===== config.mk =====
export PLATFORM = sky130hd
export DESIGN_NAME = memsweep_ctrl
export DESIGN_NICKNAME = d
export VERILOG_FILES = /design/src/rtl/msw_pkg.sv /design/src/rtl/msw_addr_ctr.sv /design/src/rtl/msw_pattern.sv /design/src/rtl/msw_holdoff.sv /design/src/rtl/memsweep_ctrl.sv
export SDC_FILE = /design/constraint.sdc
export NUM_CORES = 1
export LEC_CHECK = 0
export ABC_CLOCK_PERIOD_IN_PS = 2810
export BUFFER_PORTS_ARGS = -buffer_cell sky130_fd_sc_hd__buf_2
export CELL_PAD_IN_SITES_DETAIL_PLACEMENT = 1
export CELL_PAD_IN_SITES_GLOBAL_PLACEMENT = 2
export CORE_UTILIZATION = 26
export CTS_CLUSTER_SIZE = 40
export DETAILED_ROUTE_END_ITERATION = 6
export GPL_TIMING_DRIVEN = 0
export PLACE_DENSITY_LB_ADDON = 0.1
export SLEW_MARGIN = 20
export SYNTH_ARGS = -nofsm -noshare
export SYNTH_HDL_FRONTEND = slang
export SYNTH_SLANG_ARGS = --single-unit

===== constraint.sdc =====
create_clock -name clk -period 2.81 [get_ports clk]
set_input_delay 0.281 -clock clk [delete_from_list [all_inputs] [get_ports clk]]
set_output_delay 0.281 -clock clk [all_outputs]
set_load 0.005 [all_outputs]

===== src/rtl/msw_pkg.sv =====
package msw_pkg;

    typedef enum logic [2:0] {
        ST_IDLE = 3'd0,
        ST_ZERO = 3'd1,
        ST_TWR  = 3'd2,
        ST_TRD  = 3'd3,
        ST_TCHK = 3'd4
    } sweep_st_e;

    // status word bit positions (software decodes these)
    localparam int unsigned BIT_OVF  = 10;
    localparam int unsigned BIT_PASS = 9;
    localparam int unsigned BIT_RDY  = 8;
    localparam int unsigned BIT_MUTE = 7;
    localparam int unsigned BIT_ZREQ = 6;
    localparam int unsigned BIT_ZCAN = 5;
    localparam int unsigned BIT_LFO  = 4;
    localparam int unsigned BIT_DIR  = 3;
    localparam int unsigned BIT_PSEL = 1;
    localparam int unsigned BIT_GO   = 0;

    typedef struct packed {
        logic mute;
        logic zreq;
        logic zcan;
        logic lfo;
        logic dir;
        logic psel;
        logic go;
        logic ovf;
        logic pass;
        logic pend;
    } ctl_regs_t;

endpackage


===== src/rtl/msw_addr_ctr.sv =====
module msw_addr_ctr #(
    parameter int unsigned ADDR_W = 10
) (
    input  logic              clk,
    input  logic              rst_n,
    input  logic              clr,
    input  logic              inc,
    output logic [ADDR_W-1:0] addr,
    output logic              last
);
    logic [ADDR_W-1:0] addr_d, addr_q;

    always_comb begin
        addr_d = addr_q;
        if (clr)      addr_d = '0;
        else if (inc) addr_d = addr_q + 1'b1;
    end

    always_ff @(posedge clk) begin
        if (!rst_n) addr_q <= '0;
        else        addr_q <= addr_d;
    end

    assign addr = addr_q;
    assign last = (addr_q == {ADDR_W{1'b1}});

    // a clear always returns the walk to the first word
    assert_ctr_clear_R4: assert property (@(posedge clk) disable iff (!rst_n)
        clr |=> (addr == '0));
endmodule


===== src/rtl/msw_pattern.sv =====
module msw_pattern #(
    parameter int unsigned DATA_W = 14
) (
    input  logic              sel,
    input  logic              odd,
    output logic [DATA_W-1:0] word
);
    logic hi_sel;
    assign hi_sel = sel ^ odd;

    // hi_sel picks the word with odd bit positions set, otherwise even ones
    for (genvar b = 0; b < DATA_W; b++) begin : g_bit
        if ((b % 2) == 1) begin : g_odd
            assign word[b] = hi_sel;
        end else begin : g_even
            assign word[b] = ~hi_sel;
        end
    end
endmodule


===== src/rtl/msw_holdoff.sv =====
module msw_holdoff #(
    parameter int unsigned HOLD_CYC = 256
) (
    input  logic clk,
    input  logic rst_n,
    input  logic load,
    output logic busy
);
    localparam int unsigned HW = $clog2(HOLD_CYC + 1);
    localparam logic [HW-1:0] HOLD_VAL = HW'(HOLD_CYC);

    logic [HW-1:0] cnt_d, cnt_q;

    always_comb begin
        cnt_d = cnt_q;
        if (load)               cnt_d = HOLD_VAL;
        else if (cnt_q != '0)   cnt_d = cnt_q - 1'b1;
    end

    always_ff @(posedge clk) begin
        if (!rst_n) cnt_q <= '0;
        else        cnt_q <= cnt_d;
    end

    assign busy = (cnt_q != '0);

    assert_hold_load_R5: assert property (@(posedge clk) disable iff (!rst_n)
        load |=> busy);
endmodule


===== src/rtl/memsweep_ctrl.sv =====
module memsweep_ctrl
    import msw_pkg::*;
#(
    parameter int unsigned ADDR_W   = 10,
    parameter int unsigned DATA_W   = 14,
    parameter int unsigned HOLD_CYC = 256
) (
    input  logic              clk,
    input  logic              rst_n,
    input  logic              cfg_we,
    input  logic [31:0]       cfg_wdata,
    input  logic              cfg_re,
    output logic [31:0]       cfg_rdata,
    input  logic              ovf_in,
    input  logic              prog_chg,
    input  logic              int_mode,
    output logic              lfo_clr,
    output logic              mem_own,
    output logic              mem_we,
    output logic              mem_re,
    output logic [ADDR_W-1:0] mem_addr,
    output logic [DATA_W-1:0] mem_wdata,
    input  logic [DATA_W-1:0] mem_rdata
);
    typedef struct packed {
        sweep_st_e         st;
        ctl_regs_t         r;
        logic              psel_run;
        logic              cmp_v;
        logic [DATA_W-1:0] exp;
        logic              fail;
    } seq_t;

    seq_t cur_q, nxt_d;

    logic              ctr_clr, ctr_inc, ctr_last;
    logic [ADDR_W-1:0] ctr_addr;
    logic              hold_load, hold_busy;
    logic [DATA_W-1:0] pat_word;
    logic              zero_ok, mism;

    wire unused_wbits = ^{cfg_wdata[31:11], cfg_wdata[10:8], cfg_wdata[2]};

    msw_addr_ctr #(.ADDR_W(ADDR_W)) u_ctr (
        .clk  (clk),
        .rst_n(rst_n),
        .clr  (ctr_clr),
        .inc  (ctr_inc),
        .addr (ctr_addr),
        .last (ctr_last)
    );

    msw_holdoff #(.HOLD_CYC(HOLD_CYC)) u_hold (
        .clk  (clk),
        .rst_n(rst_n),
        .load (hold_load),
        .busy (hold_busy)
    );

    msw_pattern #(.DATA_W(DATA_W)) u_pat (
        .sel (cur_q.psel_run),
        .odd (ctr_addr[0]),
        .word(pat_word)
    );

    assign zero_ok = (cur_q.r.zreq || cur_q.r.pend) && !cur_q.r.zcan && !hold_busy;
    assign mism    = cur_q.cmp_v && (mem_rdata != cur_q.exp);

    always_comb begin
        nxt_d     = cur_q;
        nxt_d.r.lfo = 1'b0;
        ctr_clr   = 1'b0;
        ctr_inc   = 1'b0;
        hold_load = 1'b0;

        if (cfg_we) begin
            nxt_d.r.mute = cfg_wdata[BIT_MUTE];
            nxt_d.r.zreq = cfg_wdata[BIT_ZREQ];
            nxt_d.r.zcan = cfg_wdata[BIT_ZCAN];
            nxt_d.r.dir  = cfg_wdata[BIT_DIR];
            nxt_d.r.psel = cfg_wdata[BIT_PSEL];
            nxt_d.r.lfo  = cfg_wdata[BIT_LFO];
            nxt_d.r.go   = cur_q.r.go | cfg_wdata[BIT_GO];
        end

        if (cfg_re || (cfg_we && cfg_wdata[BIT_LFO])) nxt_d.r.ovf = 1'b0;
        if (ovf_in)                                   nxt_d.r.ovf = 1'b1;

        if ((cur_q.st == ST_TRD || cur_q.st == ST_TCHK) && mism) nxt_d.fail = 1'b1;

        unique case (cur_q.st)
            ST_IDLE: begin
                if (zero_ok) begin
                    nxt_d.st     = ST_ZERO;
                    nxt_d.r.pend = 1'b0;
                end else if (cur_q.r.go) begin
                    nxt_d.st       = ST_TWR;
                    nxt_d.r.pass   = 1'b0;
                    nxt_d.psel_run = cur_q.r.psel;
                    nxt_d.fail     = 1'b0;
                end
            end
            ST_ZERO: begin
                if (cur_q.r.zcan) begin
                    nxt_d.st = ST_IDLE;
                    ctr_clr  = 1'b1;
                end else begin
                    ctr_inc = 1'b1;
                    if (ctr_last) begin
                        nxt_d.st  = ST_IDLE;
                        hold_load = 1'b1;
                    end
                end
            end
            ST_TWR: begin
                ctr_inc = 1'b1;
                if (ctr_last) nxt_d.st = ST_TRD;
            end
            ST_TRD: begin
                ctr_inc     = 1'b1;
                nxt_d.cmp_v = 1'b1;
                nxt_d.exp   = pat_word;
                if (ctr_last) nxt_d.st = ST_TCHK;
            end
            ST_TCHK: begin
                nxt_d.st     = ST_IDLE;
                nxt_d.cmp_v  = 1'b0;
                nxt_d.r.go   = 1'b0;
                nxt_d.r.pass = !(cur_q.fail || mism);
            end
            default: nxt_d.st = ST_IDLE;
        endcase

        if (prog_chg && int_mode) nxt_d.r.pend = 1'b1;
    end

    always_ff @(posedge clk) begin
        if (!rst_n) begin
            cur_q        <= '0;
            cur_q.r.mute <= 1'b1;
            cur_q.r.dir  <= 1'b1;
            cur_q.r.pend <= 1'b1;
        end else begin
            cur_q <= nxt_d;
        end
    end

    assign mem_own   = (cur_q.st != ST_IDLE);
    assign mem_we    = ((cur_q.st == ST_ZERO) && !cur_q.r.zcan) || (cur_q.st == ST_TWR);
    assign mem_re    = (cur_q.st == ST_TRD);
    assign mem_addr  = ctr_addr;
    assign mem_wdata = (cur_q.st == ST_TWR) ? pat_word : '0;
    assign lfo_clr   = cur_q.r.lfo;

    always_comb begin
        cfg_rdata           = '0;
        cfg_rdata[BIT_OVF]  = cur_q.r.ovf;
        cfg_rdata[BIT_PASS] = cur_q.r.pass;
        cfg_rdata[BIT_RDY]  = (cur_q.st == ST_IDLE) && !cur_q.r.go && !cur_q.r.pend;
        cfg_rdata[BIT_MUTE] = cur_q.r.mute;
        cfg_rdata[BIT_ZREQ] = cur_q.r.zreq;
        cfg_rdata[BIT_ZCAN] = cur_q.r.zcan;
        cfg_rdata[BIT_LFO]  = cur_q.r.lfo;
        cfg_rdata[BIT_DIR]  = cur_q.r.dir;
        cfg_rdata[BIT_PSEL] = cur_q.r.psel;
        cfg_rdata[BIT_GO]   = cur_q.r.go;
    end

    // ---------------- assertions ----------------
    assert_port_excl_R2: assert property (@(posedge clk) disable iff (!rst_n)
        $onehot0({mem_we, mem_re}) && (mem_own || !(mem_we || mem_re)));

    assert_zero_cancel_R4: assert property (@(posedge clk) disable iff (!rst_n)
        cur_q.r.zcan |=> (cur_q.st != ST_ZERO));

    assert_holdoff_R5: assert property (@(posedge clk) disable iff (!rst_n)
        (cur_q.st == ST_IDLE && hold_busy) |=> (cur_q.st != ST_ZERO));

    assert_test_locked_R7: assert property (@(posedge clk) disable iff (!rst_n)
        (cur_q.st == ST_TWR || cur_q.st == ST_TRD || cur_q.st == ST_TCHK) |-> cur_q.r.go);

    assert_pass_update_R8: assert property (@(posedge clk) disable iff (!rst_n)
        $rose(cur_q.r.pass) |-> ($past(cur_q.st) == ST_TCHK));

    assert_lfo_ovf_R11: assert property (@(posedge clk) disable iff (!rst_n)
        lfo_clr |-> (!cur_q.r.ovf || $past(ovf_in)));
endmodule


==> results.md <==
- The number of setup buffers added after CTS is 0.
- OpenSTA, run right after detailed placement, puts the worst setup slack at 0.580 ns.
- The uppermost layer routed is met4.
- The repair_antennas step left the layout with diodes totalling 0.
- The area of the core is 0.00818 mm2.
- The max-slew violation count is 0.
- Based on the critical path, the design can be clocked at up to 434 MHz.
- Dividing the detail-routed via count by the number of cells gives 4.43.
- The post-route netlist has 37.6% of its cells at a drive strength greater than 1.
- The most used flip-flop cell after synthesis is dfxtp_1.
- The worst path meets setup with 0.505 ns of slack.
- The clock tree skew after final layout is 0.00567 ns.
- Summed over all layers, the global routing overflow is 0.
- For this block, wires on met1 add up to 2350 um.
- The post-layout net count is 404.
- The clock sink count is 37.
- The buffer cell driving the clock tree root is clkbuf_8.
- The die is 93.5 um wide.
- Clock latency on the worst-skew pair, taken at its later pin, is 0.29 ns.
- The die is 93.5 um tall.
- The final layout contains routed wiring with a total length of 5340 um.
- The first global-routing pass estimated 9010 um of wire.
- The critical path arrival is 2.02 ns.
- In the final timing run, aggregate negative setup slack is 0 ns.
- The register area share after synthesis is 34.0%.
- The final hold violation count is 0.
- At the worst endpoint, the required time is 2.53 ns.
- With fillers left out, the area of the finished cells amounts to 0.00278 mm2.
- A synthesized cell averages 8.48 um2.
- The number of top-level pins is 113.
- STA classifies the critical path startpoint as a flip-flop.
- The clock transition at the register clock pins on the worst setup and hold paths after CTS is 0.07 ns.
- At the pin with the least slew margin, the transition time is 0.920 ns.
- Counting I/O delays and the setup requirement, the final critical path takes 2.31 ns.
- The number of remaining DRC errors is 0.
- The synthesized design contains 37 register bits.
- Max-cap violations in this run came to 0.
- The worst hold path class is in -> reg.
- At the end of the flow the core is filled with cells to 34.0%.
- The final critical path takes up 82.0% of the cycle.
- The worst setup path is of the reg -> out kind.
- The number of buffers added by the clock tree synthesis step is 5.
- In this run the remaining antenna-violating nets after routing total 0.
- From synthesis to final layout, the design area changed by 27.7%.
- The via count of the first global-routing pass is 1909.
- The first TritonRoute pass finished after 4 iterations.
- The share of flip-flops with an asynchronous set or reset is 0%.
- In the layout the commonest cells are buf_2, buf_4, dfxtp_1, conb_1.
- Summing all placed instances gives a cell area of 0.00271 mm2.
- The met3 wire length is 218 um.
- The library cell used most frequently in the layout, excluding fill and tap cells, is buf_2.
- The maximum number of buffers from clock root to sink is 2.
- The total placed cells including tap cells is 447.
- Synthesis instantiated 56 different standard cells from the library.
- The critical path capture point type is an output port.
- Synthesis produced 257 cells.
- Entering global routing, the biggest net connects 11 pins.
- The cell type with the highest aggregate area in the netlist is dfxtp_1.
- The total power density per cell area is 609 mW/mm2.
- The worst stage delay on the critical path is 0.83 ns.
- Setup violations remaining at the end of the flow were counted as 0.
- The finished layout holds 453 standard cells, fillers aside.
- The H-tree was split into 2 levels.
- The number of enable-type register cells in the synthesized netlist is 0.
- The met2 routed wirelength is 2700 um.
- Summing every instance area after synthesis gives 0.00218 mm2.
- The congestion estimate from routability-driven global placement came to 0.709.
- The die area is 0.00875 mm2.
- After the first detailed-routing iteration, the DRC count stood at 23.
- After synthesis, the cell types taking the most area are dfxtp_1, buf_4, mux2i_1.
- Along the worst path, the maximum fanout reaches 9.
- Summed over all cells, the static leakage comes to 1.34 nW.
- The detailed-route via count is 2006.
- For this run, the number of Yosys warnings is 0.
- The global-route usage over all layers is 13.2%.
- The number of buffers added to fix hold violations after cts is 0.
- The relative max-transition margin is 38.1%.
- The sum of net half-perimeters after detailed placement is 4300 um.
- Setup repair after global routing left no endpoint under its margin.
- The run finished with clean final reports.
- The signal on the critical path passes through clkinv_1, nor4_1, buf_4, buf_2.
- The post-cts resize count is 0.
- The fraction of synthesized cell area taken by the top area cell type is 34.0%.
- The number of antenna violations at the first check in global routing is 0.
- The clock tree from TritonCTS is done.
- After detailed routing, the average wire length per cell comes to 11.8 um.
- The slowest cell on the critical path is nor4_1.
- The number of core rows is 33.
- The initial core utilization is 26.6%.
- The worst-case IR drop observed on VDD is 0.152 mV.
- Input and output buffers added on the ports amount to 64.
- The setup slack of the most critical reg-to-reg path is 0.58 ns.
layer usage:
layer  track usage (%)  up-vias
li1                  -     1030
met1              16.0      927
met2              23.2       43
met3              2.68        6
met4              4.23        0
met5                 0        -
worst paths after layout:
path,to,cells after the start,start
max,mem_wdata[13],4,cur_q[28]
min,cfg_rdata[10],2,ovf_in
max reg2reg,cur_q[0],6,u_hold.cnt_q[0]
min reg2reg,cur_q[16],2,cfg_rdata[1]
registers in the layout, summed over array words and instances, names as in the netlist:
register      cells
cur_q             9
lfo_clr           1
u_hold.cnt_q      9
u_ctr.addr       10
cfg_rdata         8
critical path: cells and delay by family, from the launching register on:
kind | cells | cell delay [ns]
simple gates | 1 | 0.83
buf+inv | 3 | 0.57
flops | 1 | 0.33
cells by family after synthesis:
kind of cell               Yosys count  share of synthesized area (%)
adders and majority gates            2                           1.15
buffers and inverters               60                           18.8
and+or+nand+nor                     92                           23.2
DFF                                 37                           34.0
xor gates and xnor gates             8                           3.22
muxes                                9                           4.19
AOI/OAI and AO/OA                   48                           15.2
other                                1                          0.172
cell type report:
cell class	instances	area, um2
clock buffers	5	68.8
clock inverters	1	5.00
plain buffers	52	380
flip-flops and latches	37	741
inverters	8	30.0
fillers	1030	5390
repair buffers	64	320
multi-input cells	181	1110
well taps	105	131
power breakdown:
group / switching (mW) / leakage, nW / internal [mW]
Sequential: 0.0683 / 0.302 / 0.598
Clock: 0.181 / 0.0399 / 0.163
Combinational: 0.339 / 0.997 / 0.346
through the flow:
| stage | hold WS [ns] | total power [mW] |
|---|---|---|
| after floorplan | 0.405 | 1.17 |
| after global placement | 0.463 | 1.37 |
| after detailed placement | 0.472 | 1.37 |
| after CTS | 0.199 | 1.73 |
| after global routing | 0.208 | 1.85 |
| final | 0.208 | 1.70 |
synthesized netlist by cell type (4+ instances only):
library cell / number
mux2i_1: 8
nand2_1: 21
a21oi_1: 13
nand3_1: 6
or4_1: 7
nor2_1: 21
inv_1: 7
clkbuf_1: 4
o21ai_0: 8
nand4_1: 6
dfxtp_1: 37
buf_4: 45
a211oi_1: 6
xnor2_1: 6
No activity file was read; power rests on OpenSTA's default activity.
